$ cat src/rtl/ipi_pkg.sv
package ipi_pkg;
  typedef enum logic [1:0] {
    OP_STATUS = 2'd0,
    OP_RAISE  = 2'd1,
    OP_SOURCE = 2'd2,
    OP_ACK    = 2'd3
  } ipi_op_e;
endpackage

$ cat src/rtl/ipi_cmd_decode.sv
module ipi_cmd_decode #(
  parameter int NUM_CORES = 4,
  localparam int IDX_W = (NUM_CORES > 1) ? $clog2(NUM_CORES) : 1
) (
  input  logic                               valid,
  input  logic [1:0]                         op,
  input  logic [IDX_W-1:0]                   core,
  input  logic [IDX_W-1:0]                   arg,
  output logic [NUM_CORES-1:0][NUM_CORES-1:0] set_m,
  output logic [NUM_CORES-1:0][NUM_CORES-1:0] clr_m
);
  import ipi_pkg::*;

  // Row index = target core, column index = sender core.
  for (genvar t = 0; t < NUM_CORES; t++) begin : g_row
    for (genvar s = 0; s < NUM_CORES; s++) begin : g_col
      if (t == s) begin : g_diag
        assign set_m[t][s] = 1'b0;
      end else begin : g_off
        assign set_m[t][s] = valid && (op == OP_RAISE) &&
                             (arg == IDX_W'(t)) && (core == IDX_W'(s));
      end
      assign clr_m[t][s] = valid && (op == OP_ACK) &&
                           (core == IDX_W'(t)) && (arg == IDX_W'(s));
    end
  end
endmodule

$ cat src/rtl/ipi_pend_row.sv
module ipi_pend_row #(
  parameter int NUM_CORES = 4
) (
  input  logic                 clk,
  input  logic                 rst_n,
  input  logic [NUM_CORES-1:0] set_v,
  input  logic [NUM_CORES-1:0] clr_v,
  output logic [NUM_CORES-1:0] pend,
  output logic                 irq
);
  always_ff @(posedge clk) begin
    if (!rst_n) pend <= '0;
    else        pend <= (pend & ~clr_v) | set_v;  // a raise outlives a clear
  end

  assign irq = |pend;
endmodule

$ cat src/rtl/ipi_readback.sv
module ipi_readback #(
  parameter int NUM_CORES = 4,
  localparam int IDX_W = (NUM_CORES > 1) ? $clog2(NUM_CORES) : 1
) (
  input  logic                               clk,
  input  logic                               rst_n,
  input  logic                               valid,
  input  logic [1:0]                         op,
  input  logic [IDX_W-1:0]                   core,
  input  logic [IDX_W-1:0]                   arg,
  input  logic [NUM_CORES-1:0][NUM_CORES-1:0] pend,
  output logic                               rb_valid,
  output logic [NUM_CORES-1:0]               rb_data
);
  import ipi_pkg::*;

  logic                 nxt_valid;
  logic [NUM_CORES-1:0] nxt_data;

  always_comb begin
    nxt_valid = 1'b0;
    nxt_data  = '0;
    if (valid && op == OP_STATUS) begin
      nxt_valid   = 1'b1;
      nxt_data[0] = |pend[arg];
    end else if (valid && op == OP_SOURCE) begin
      nxt_valid = 1'b1;
      nxt_data  = pend[core];
    end
  end

  always_ff @(posedge clk) begin
    if (!rst_n) begin
      rb_valid <= 1'b0;
      rb_data  <= '0;
    end else begin
      rb_valid <= nxt_valid;
      rb_data  <= nxt_data;
    end
  end
endmodule

$ cat src/rtl/ipi_unit.sv
module ipi_unit #(
  parameter int NUM_CORES = 4,
  localparam int IDX_W = (NUM_CORES > 1) ? $clog2(NUM_CORES) : 1
) (
  input  logic                 clk,
  input  logic                 rst_n,
  input  logic                 cmd_valid,
  input  logic [1:0]           cmd_op,
  input  logic [IDX_W-1:0]     cmd_core,
  input  logic [IDX_W-1:0]     cmd_arg,
  output logic                 rb_valid,
  output logic [NUM_CORES-1:0] rb_data,
  output logic [NUM_CORES-1:0] irq_o
);
  logic [NUM_CORES-1:0][NUM_CORES-1:0] set_m, clr_m, pend;

  ipi_cmd_decode #(.NUM_CORES(NUM_CORES)) u_dec (
    .valid(cmd_valid), .op(cmd_op), .core(cmd_core), .arg(cmd_arg),
    .set_m(set_m), .clr_m(clr_m)
  );

  for (genvar t = 0; t < NUM_CORES; t++) begin : g_tgt
    ipi_pend_row #(.NUM_CORES(NUM_CORES)) u_row (
      .clk(clk), .rst_n(rst_n),
      .set_v(set_m[t]), .clr_v(clr_m[t]),
      .pend(pend[t]), .irq(irq_o[t])
    );
  end

  ipi_readback #(.NUM_CORES(NUM_CORES)) u_rb (
    .clk(clk), .rst_n(rst_n),
    .valid(cmd_valid), .op(cmd_op), .core(cmd_core), .arg(cmd_arg),
    .pend(pend), .rb_valid(rb_valid), .rb_data(rb_data)
  );
endmodule

$ cat config.mk
export PLATFORM = sky130hd
export DESIGN_NAME = ipi_unit
export DESIGN_NICKNAME = d
export VERILOG_FILES = /design/src/rtl/ipi_pkg.sv /design/src/rtl/ipi_cmd_decode.sv /design/src/rtl/ipi_pend_row.sv /design/src/rtl/ipi_readback.sv /design/src/rtl/ipi_unit.sv
export SDC_FILE = /design/constraint.sdc
export NUM_CORES = 1
export LEC_CHECK = 0
export ABC_AREA = 1
export BUFFER_PORTS_ARGS = -buffer_cell sky130_fd_sc_hd__buf_2
export CORE_MARGIN = 2
export CORE_UTILIZATION = 30
export CTS_BUF_LIST = sky130_fd_sc_hd__clkbuf_8
export CTS_CLUSTER_SIZE = 16
export DETAILED_ROUTE_END_ITERATION = 6
export PLACE_DENSITY = 0.44
export RECOVER_POWER = 50
export REMOVE_ABC_BUFFERS = 1
export SETUP_SLACK_MARGIN = 0.15
export SYNTH_ARGS = -nofsm -noshare
export SYNTH_HDL_FRONTEND = slang
export SYNTH_SLANG_ARGS = --single-unit
$ cat constraint.sdc
create_clock -name clk -period 0.9 [get_ports clk]
set_input_delay 0.045 -clock clk [delete_from_list [all_inputs] [get_ports clk]]
set_output_delay 0.045 -clock clk [all_outputs]
set_load 0.02 [all_outputs]
==> results of run 1 <==
[synth_stat cells]
master	count	area share
a21oi_1	12	0.056
nor2_1	19	0.066
dfxtp_1	21	0.39
nand2_2	2	0.012
nor3b_4	1	0.017
nor2_4	2	0.021
nand3_1	11	0.051
nor2_2	6	0.035
inv_1	13	0.045
inv_2	4	0.014
clkbuf_1	1	0.0035
buf_4	4	0.028
nand2_1	69	0.24
o21ai_1	1	0.0047
clkinv_1	1	0.0035
o21ai_0	2	0.0093
[power by group]
part	leakage [nW]	total (mW)	internal [mW]	switching (mW)
logic	0.517	0.233	0.0886	0.144
registers	0.178	0.940	0.935	0.00477
clock network	0.0255	0.628	0.309	0.319
[registers in the layout (all words and copies together), names as in the netlist]
register          count
g_tgt.u_row.pend     16
u_rb.rb_data          4
u_rb.rb_valid         1
[cells in the final DEF, fill, tap and decap left out, types with 5 or more instances in the layout]
cell	netlist	routed
buf_4	4	16
buf_2	0	6
inv_2	4	5
inv_1	13	12
nor2_1	19	13
nand3_1	11	8
nand2_1	69	59
a21oi_1	12	10
buf_6	0	16
nand2_2	2	11
nor2_2	6	10
dfxtp_2	0	17
[worst min path at each step]
stage / startpoint / end / slack, ns / depth (start not counted)
6_report: cmd_op[1] / u_rb.rb_data[1]$_SDFF_PP0_ / 0.09 / 3
5_1_grt: cmd_op[0] / u_rb.rb_valid$_SDFF_PN0_ / 0.09 / 3
4_1_cts: cmd_op[0] / u_rb.rb_valid$_SDFF_PN0_ / 0.07 / 3
3_5_place_dp: cmd_op[0] / u_rb.rb_valid$_SDFF_PN0_ / 0.37 / 3
3_3_place_gp: cmd_op[0] / u_rb.rb_valid$_SDFF_PN0_ / 0.35 / 3
2_1_floorplan: cmd_op[0] / u_rb.rb_valid$_SDFF_PN0_ / 0.12 / 1
[cells by family after synthesis]
| logic type | after synthesis | share of synthesized area |
|---|---|---|
| AOI/OAI and AO/OA | 15 | 0.06993 |
| DFF | 21 | 0.3916 |
| buffers and inverters | 23 | 0.09440 |
| and+or+nand+nor | 110 | 0.4441 |
[tightest hold or removal path, cell delays in order]
cell and delay (ns):
buf_2 0.12, nand2_1 0.10, nor2_1 0.05
[cell type report]
type / instances / share of cell area
Inverter: 18 / 0.04272
Sequential cell: 21 / 0.2793
Tap cell: 46 / 0.03639
Multi-Input combinational cell: 125 / 0.3932
Clock buffer: 3 / 0.02611
Timing Repair Buffer: 42 / 0.2191
Clock inverter: 1 / 0.003165
[metrics by stage]
step	setup TNS [ns]	setup WS (ns)	instance area [um^2]
2_1_floorplan	-0.08374	-0.08374	1040
3_5_place_dp	-0.6032	-0.06656	1333
3_3_place_gp	-0.8539	-0.07354	1333
4_1_cts	-0.5275	-0.1705	1529
6_report	-0.4436	-0.1593	1582
5_1_grt	-0.8530	-0.1979	1582
[timing repair]
item / 4_1_cts / 5_1_grt
setup buffers: 4 / 1
pin swaps: 17 / 14
endpoints found under the setup margin: 13 / 24
resized for setup: 48 / 31
[per-layer routing]
layer / vias to the layer above / track usage
met2: 33 / 0.2891
met3: 4 / 0.02641
met4: 0 / 0.04620
li1: 601 / -
met5: - / 0
met1: 550 / 0.2187
==> flow_metrics.tcl, run 1 <==
set metrics [dict create \
    total_power_mw 1.800 \
    wl_met3_um 154 \
    clk_pin_slew_ns 0.08 \
    wl_mm 3.132 \
    cts_tree "done" \
    globalplace.congestion 0.8236 \
    cts_buffers 3 \
    status "finished with violations" \
    grt_overflow 0 \
    hold_buffers 0 \
    synth_area_um2 1074 \
    dp.cells 247 \
    rr_startpoint "g_tgt[3].u_row.pend[3]$_SDFF_PN0_" \
    worstPathCellList "nor2_2, nand2_2, buf_6, buf_6" \
    cts.sinks 21 \
    antenna_found_initial 0 \
    drt_first_pass_iters 4 \
    ys_types 16 \
    core_um2 3390 \
    cp.required_ns 0.85 \
    wl_met2_mm 1.535 \
    dieArea_um2 4073 \
    final_util 0.4666 \
    cp_slowest_cell "dfxtp_2" \
    via_per_inst 4.641 \
    vdd_drop_max_mv 0.7230 \
    synthToLayoutAreaGrowth_pct 47.32 \
    nets 220 \
    synth_cells 169 \
    num_vias 1188 \
    relSlewSlack 0.7865 \
    drv_cap 0 \
    holdWs_ns 0.08587 \
    reg2reg_depth 7 \
    critical-path-max-stage-delay_ns 0.33 \
    hold_class "in -> reg" \
    hpwl_mm 2.472 \
    final_cells 256 \
    clk_latency_ns 0.26 \
    drv_slew 0 \
    drc 0 \
    worst_pin_slew_ns 0.3195 \
    syn_area_per_cell_um2 6.352 \
    wire_per_inst_um 12.23 \
    fp.dieW_um 63.82 \
    cp_num_buf_inv 2 \
    synth.yosys.seq_area_share 0.3916 \
    start_util 0.3167 \
    ys.warnings.count 0 \
    yosys_register_bits 21 \
    fin_crit_ns 1.059 \
    cts_root_buf "clkbuf_8" \
    arrival_ns 1.01 \
    rows 21 \
    fin_crit_sh 1.177 \
    multi_input_area_um2 621.8 \
    cts_max_level 1 \
    setup_viol 6 \
    critPathLaunchType "flip-flop" \
    first_iter_violations 36 \
    critPathLaunch "g_tgt[3].u_row.pend[3]$_SDFF_PN0_" \
    seqCellArea_um2 441.7 \
    grtUsageTotal 0.1688 \
    cpMostUsedCell "buf_6" \
    power_density_nw_per_um2 1138 \
    pin_count 18 \
    setup_ws_ns -0.1593 \
    crit_fanout 2 \
    cp.depth 4 \
    antenna_left 0 \
    skew_ns 0.006035 \
    violations "negative setup slack" \
    met1Wirelength_mm 1.417 \
    clk_path_buf_depth 2 \
    hold_viol 0 \
    r2r_slack_ns -0.09 \
    cpLargestDelayFamily "flip-flops" \
    diodes 0 \
    criticalPathCategory "reg -> out" \
    rsz0062_at_grt "yes" \
    max_freq_mhz 944.0 \
    r2r_end "u_rb.rb_data[0]$_SDFF_PN0_" \
    die_y_um 63.82 \
    grt_start_max_net_pins 13 \
    cp-end-kind "output port" \
    first_global_vias 1166 \
    io_buffers 17 \
    crit_path_end "irq_o[3]" \
    fill_cells 338 \
    grt_pass1_wl_mm 5.382 \
    leakagePower_nw 0.7206 \
    drive_above_1_share 0.4619 \
    top_layer "met4" \
]
(Power assumes the default switching activity.)
==> inputs of run 2 (changes only) <==
SETUP_SLACK_MARGIN = 0.3   (was 0.15)
==> run 2 against run 1 <==
Effect of this change: the flow still finishes with violations (negative setup slack); global-route usage is 0.93 points higher; clock power is 0.6% higher; maximum frequency is 1.1% lower; core utilization is 6.9 points higher; final cell count is 2.0% higher; hold slack better by 0.0077 ns; non-clock buffer count is 5 higher; largest cell class unchanged; highest routed layer unchanged.
==> flow_metrics.tcl, run 2 (same netlist as run 1, synthesis figures left out) <==
set metrics [dict create \
    cts_root_buf "clkbuf_8" \
    drt_first_pass_iters 4 \
    start_util 0.3167 \
    layout_common_cells "51 x nand2_1, 23 x buf_6, 18 x buf_4" \
    layout_commonest_cell "nand2_1" \
    arrival_ns 1.03 \
    skew_ns 0.008842 \
    cts.sinks 21 \
    dieArea_um2 4073 \
    cp.required_ns 0.85 \
    cts_max_level 1 \
    via_per_inst 4.751 \
    largest_reg_flops 16 \
    status "finished with violations" \
    relSlewSlack 0.7847 \
    criticalPathCategory "reg -> out" \
    grt_busiest_layer "met2" \
    setup_ws_ns -0.1712 \
    wl_mm 3.496 \
    final_util 0.5353 \
    pin_count 18 \
    globalplace.congestion 0.8236 \
    cp-end-kind "output port" \
    fp.dieW_um 63.82 \
    violations "negative setup slack" \
    clk_path_buf_depth 2 \
    met3_usage 0.02641 \
    wire_per_inst_um 13.39 \
    grt_overflow 0 \
    crit_fanout 2 \
    hpwl_mm 2.472 \
    drc 0 \
    max_freq_mhz 933.5 \
    critPathLaunchType "flip-flop" \
    holdWs_ns 0.09356 \
    hold_buffers 0 \
    drv_slew 0 \
    num_vias 1240 \
    antenna_left 0 \
    leakagePower_nw 0.7691 \
    power_density_nw_per_um2 1028 \
    die_y_um 63.82 \
    final.setup.tns_ns -0.4952 \
    clk_latency_ns 0.26 \
    vdd_drop_max_mv 0.7387 \
    worst_pin_slew_ns 0.3223 \
    drv_cap 0 \
    fin_crit_sh 1.190 \
    use_met2 0.3216 \
    io_buffers 17 \
    hold_class "in -> reg" \
    rsz0062_at_grt "yes" \
    final_cells 261 \
    registers.top_by_ff_count "g_tgt.u_row.pend" \
    first_iter_violations 43 \
    grt_pass1_wl_mm 5.658 \
    drive_above_1_share 0.6093 \
    setup_viol 6 \
    use_met1 0.2187 \
    diodes 0 \
    fin_crit_ns 1.071 \
    cts_tree "done" \
    clk_pin_slew_ns 0.08 \
    nets 225 \
    cts_buffers 3 \
    synthToLayoutAreaGrowth_pct 69.00 \
    core_um2 3390 \
    first_global_vias 1195 \
    antenna_found_initial 0 \
    grtUsageTotal 0.1781 \
    rows 21 \
    reg.largest.list "g_tgt.u_row.pend x16, u_rb.rb_data x4, u_rb.rb_valid x1" \
    dp.cells 247 \
    hold_viol 0 \
    grt_start_max_net_pins 13 \
]
==> run 2: cell count changes in the layout (fill, tap and decap cells not counted), sizes merged <==
| cell | previous run | this run |
|---|---|---|
| clkbuf | 7 | 5 |
| buf | 38 | 45 |
==> run 2: path summary, 6_finish.rpt <==
kind	startpoint	end	slack [ns]	cells past startpoint
worst max-delay path	g_tgt[3].u_row.pend[3]$_SDFF_PN0_	irq_o[3]	-0.17	4
worst min-delay path	rst_n	u_rb.rb_valid$_SDFF_PN0_	0.09	3
worst max register to register	g_tgt[3].u_row.pend[3]$_SDFF_PN0_	u_rb.rb_data[0]$_SDFF_PN0_	-0.09	7
worst min register to register	g_tgt[1].u_row.pend[1]$_SDFF_PN0_	g_tgt[1].u_row.pend[1]$_SDFF_PN0_	0.48	2
==> run 2: through the flow <==
| step | power (mW) | setup slack, ns | instance area, um^2 |
|---|---|---|---|
| after global placement | 1.185 | -0.07354 | 1333 |
| after CTS | 1.854 | -0.1705 | 1653 |
| after global routing | 1.943 | -0.2040 | 1814 |
| after floorplan | 1.057 | -0.08374 | 1040 |
| final | 1.865 | -0.1712 | 1814 |
| after detailed placement | 1.182 | -0.06656 | 1333 |
==> run 2: timing repair <==
item | CTS | global route
endpoints found under the setup margin | 29 | 29
setup buffers | 4 | 6
pin swaps | 21 | 28
gates resized for setup | 83 | 49
==> run 2: routing by layer <==
layer / wire, um / share of wire / up-vias
met5: 0 / 0 / -
met4: 67 / 0.019 / 0
met3: 125 / 0.036 / 9
met2: 1778 / 0.51 / 31
met1: 1525 / 0.44 / 593
li1: - / - / 607
==> run 2: where the power goes <==
group	internal (mW)	leakage, nW	switching, mW
Clock	0.309	0.0255	0.323
Combinational	0.114	0.568	0.179
Sequential	0.935	0.175	0.00493
Total	1.36	0.769	0.507
==> run 2: area by class of cell <==
type | instances | area [um^2]
fill | 317 | 1575
multi-input combinational | 125 | 777.0
tap | 46 | 57.56
sequential | 21 | 435.4
timing repair buffer | 47 | 429.2
inverter | 18 | 68.82
clock inverter | 1 | 5.005
clock buffer | 3 | 41.29
==> run 2: critical path, stage by stage (launching register included) <==
cell and delay, ns:
dfxtp_2 0.34, nor2_2 0.12, nand2_2 0.07, buf_6 0.11
buf_6 0.12
==> inputs of run 3 (changes only) <==
CELL_PAD_IN_SITES_DETAIL_PLACEMENT = 2   (was not set)
CELL_PAD_IN_SITES_GLOBAL_PLACEMENT = 2   (was not set)
PLACE_DENSITY = 0.76   (was 0.44)
==> run 3 against run 2 <==
Effect of this change: the flow now stops in global routing (5_1_grt); area after synthesis unchanged; synthesized cell count stayed put.
==> flow_metrics.tcl, run 3 <==
set metrics [dict create \
    clk_path_buf_depth 2 \
    synth_common_cells "69 x nand2_1, 21 x dfxtp_1, 19 x nor2_1" \
    cts_buffers 3 \
    cts_root_buf "clkbuf_8" \
    hpwl_mm 3.347 \
    ys_types 16 \
    worstEndpointGrtRepair "irq_o[1]" \
    ys.warnings.count 0 \
    synth_most_common_cell "nand2_1" \
    synthAdderAreaFrac 0 \
    syn_area_per_cell_um2 6.352 \
    rows 21 \
    fp.dieW_um 63.82 \
    synth_edf_count 0 \
    synth.top_cell.area_share 0.3916 \
    synth.largest_area_cell "dfxtp_1" \
    yosys_register_bits 21 \
    pre_cts_slack_ns -0.1214 \
    cts.sinks 21 \
    synth-xor-area-share 0 \
    synth.yosys.seq_area_share 0.3916 \
    synth.area.top_cells "dfxtp_1 39%, nand2_1 24%, nor2_1 6.6%" \
    placed_area_um2 1363 \
    synth_compound_area_frac 0.06993 \
    synth_ff_type "dfxtp_1" \
    synth_cells 169 \
    grt_start_max_net_pins 13 \
    status "aborted with a tool error" \
    stop_stage "global routing (5_1_grt)" \
    start_util 0.3167 \
    tool.error "[ERROR DPL-0033] detailed placement checks failed during check placement." \
    async_reset_ff_frac 0 \
    synthSimpleGateAreaFrac 0.4441 \
    dp.cells 251 \
    io_buffers 17 \
    worstEndpointType "top-level output" \
    cts_max_level 1 \
    die_y_um 63.82 \
    synth_top_family_by_area "simple AND/OR/NAND/NOR gates" \
    pin_count 18 \
    synthMuxAreaShare 0 \
    globalplace.congestion 0.8272 \
    synth_area_um2 1074 \
    antenna_found_initial 0 \
]
run 3: cell counts after synthesis:
Identical to the previous run, type by type.
run 3: per-stage QoR:
stage | hold slack [ns] | TNS [ns] | util
global placement | 0.2789 | -0.04916 | 0.4020
floorplan | 0.1221 | -0.08374 | -
CTS | -0.03048 | -0.7337 | 0.5434
detailed placement | 0.3121 | -1.397 | 0.4020
run 3: cell families after synthesis:
group | after synthesis
and+or+nand+nor | 110
buffers and inverters | 23
DFF | 21
AOI/OAI and AO/OA | 15
run 3: repair_timing:
action / CTS
buffers inserted: 9
gates resized for setup: 123
cloned: 0
pin swaps: 32
setup endpoints to repair: 29
hold endpoints to repair: 1
==> inputs of run 4 (changes only) <==
CELL_PAD_IN_SITES_DETAIL_PLACEMENT = not set   (was 2)
CELL_PAD_IN_SITES_GLOBAL_PLACEMENT = not set   (was 2)
CORE_UTILIZATION = 20   (was 30)
CTS_BUF_LIST = not set   (was sky130_fd_sc_hd__clkbuf_8)
CTS_CLUSTER_SIZE = not set   (was 16)
PLACE_DENSITY = not set   (was 0.76)
PLACE_DENSITY_LB_ADDON = 0.15   (was not set)
SETUP_SLACK_MARGIN = not set   (was 0.3)
==> run 4 against run 3 <==
Effect of this change: the flow now finishes, with violations (negative setup slack).
==> flow_metrics.tcl, run 4 (same netlist as run 1, synthesis figures left out) <==
set metrics [dict create \
    pwr-share-comb 0.133 \
    vdd_drop_max_mv 0.6817 \
    drt_first_pass_iters 4 \
    drc 0 \
    rr_startpoint "g_tgt[2].u_row.pend[1]$_SDFF_PN0_" \
    reg2reg_depth 7 \
    skew_ns 0.002665 \
    clk_pin_slew_ns 0.08 \
    min_to "u_rb.rb_valid$_SDFF_PN0_" \
    cp-end-kind "output port" \
    die_y_um 77.27 \
    via_per_inst 4.048 \
    antenna_left 0 \
    layout_common_cells "62 x nand2_1, 34 x buf_4, 16 x nor2_1" \
    cts.sinks 21 \
    hold_viol 0 \
    total_power_mw 1.827 \
    critPathLaunchType "flip-flop" \
    grt_overflow 0 \
    globalplace.congestion 0.8571 \
    final_cells 290 \
    holdPathStages 3 \
    swShare 0.2645 \
    dp.cells 280 \
    nets 230 \
    seqCellArea_um2 432.9 \
    largest_reg_flops 16 \
    cts_root_buf "clkbuf_8" \
    status "finished with violations" \
    wire_per_inst_um 11.80 \
    fp.dieW_um 77.27 \
    num_vias 1174 \
    power_frac_clock 0.354 \
    registers.top_by_ff_count "g_tgt.u_row.pend" \
    rows 26 \
    reg.largest.list "g_tgt.u_row.pend x16, u_rb.rb_data x4, u_rb.rb_valid x1" \
    power_density_nw_per_um2 1153 \
    leakagePower_nw 0.7421 \
    crit_fanout 2 \
    wl_mm 3.423 \
    start_util 0.2089 \
    io_buffers 17 \
    arrival_ns 1.05 \
    relSlewSlack 0.7829 \
    cts_buffers 3 \
    fin_crit_ns 1.095 \
    dieArea_um2 5970 \
    fill_cells 621 \
    drv_slew 0 \
    pin_count 18 \
    hpwl_mm 2.632 \
    fin_crit_sh 1.217 \
    clk_path_buf_depth 2 \
    drv_cap 0 \
    clk_latency_ns 0.26 \
    grtUsageTotal 0.1248 \
    r2r_slack_ns -0.12 \
    grt_start_max_net_pins 13 \
    placed_area_um2 1430 \
    diodes 0 \
    cp.required_ns 0.85 \
    drive_above_1_share 0.4091 \
    setup_ws_ns -0.1952 \
    multi_input_area_um2 575.6 \
    pwr-share-seq 0.513 \
    synthToLayoutAreaGrowth_pct 47.67 \
    hold_buffers 0 \
    core_um2 5140 \
    first_iter_violations 53 \
    cts_max_level 1 \
    worst_pin_slew_ns 0.3245 \
    violations "negative setup slack" \
    hp-start "cmd_op[0]" \
    layout_commonest_cell "nand2_1" \
    p_sw_mw 0.4833 \
    max_freq_mhz 913.0 \
    pre_cts_slack_ns -0.09526 \
    final_area_um2 1585 \
    hold_class "in -> reg" \
    antenna_found_initial 0 \
    first_global_vias 1245 \
    setup_viol 5 \
    cts_tree "done" \
    holdWs_ns 0.08124 \
    grt_pass1_wl_mm 5.837 \
    r2r_end "u_rb.rb_data[0]$_SDFF_PN0_" \
    rsz0062_at_grt "yes" \
    internal_power_mw 1.344 \
    criticalPathCategory "reg -> out" \
]
==> run 4: final cells by class <==
type,count,share of cell area
Multi-Input combinational cell,125,0.3631
Sequential cell,21,0.2731
Timing Repair Buffer,52,0.2368
Tap cell,70,0.05525
Inverter,18,0.04262
Clock buffer,3,0.02605
Clock inverter,1,0.003157
==> run 4: how the worst max path moves through the flow <==
stage                                                 start  depth (start not counted)                         end
after detailed placement  g_tgt[3].u_row.pend[0]$_SDFF_PN0_                          6  u_rb.rb_data[0]$_SDFF_PN0_
after global placement    g_tgt[3].u_row.pend[0]$_SDFF_PN0_                          6  u_rb.rb_data[0]$_SDFF_PN0_
final                     g_tgt[3].u_row.pend[0]$_SDFF_PN0_                          4                    irq_o[3]
after CTS                 g_tgt[3].u_row.pend[0]$_SDFF_PN0_                          4                    irq_o[3]
after floorplan           g_tgt[1].u_row.pend[0]$_SDFF_PN0_                          6  u_rb.rb_data[0]$_SDFF_PN0_
after global routing      g_tgt[1].u_row.pend[3]$_SDFF_PN0_                          4                    irq_o[1]
==> run 4: what timing repair did <==
item                                    CTS  global route
endpoints found under the setup margin    5             7
gates resized for setup                  21            15
hold endpoints to repair                  0             0
pin swaps                                 8             5
buffers inserted                          6             0
cloned                                    0             0
==> run 4: metal layers <==
metal / track usage / vias to the layer above / part of all wire
li1: - / 618 / -
met1: 0.1573 / 528 / 0.49
met2: 0.2130 / 26 / 0.46
met3: 0.03412 / 2 / 0.046
met4: 0.02500 / 0 / 0.0044
met5: 0 / - / 0
==> run 4: per-stage QoR <==
| stage | setup TNS, ns | utilization |
|---|---|---|
| 5_1_grt | -1.276 | 0.3084 |
| 6_report | -0.8262 | 0.3084 |
| 2_1_floorplan | -0.08374 | - |
| 4_1_cts | -0.8910 | 0.3065 |
| 3_5_place_dp | -0.6591 | 0.2782 |
| 3_3_place_gp | -1.018 | 0.2782 |
==> run 4: critical path, cell delays in order, from the launching register on <==
cell and delay (ns):
dfxtp_2 0.35, nor2_4 0.12, nand2_2 0.07, buf_4 0.13, buf_6 0.12
==> run 4: power groups by stage <==
stage,clock network (mW),registers (mW),logic [mW]
global placement,0,0.960,0.238
CTS,0.673,0.938,0.248
detailed placement,0,0.960,0.233
finish,0.647,0.938,0.243
global route,0.700,0.939,0.269
floorplan,0,0.963,0.0945
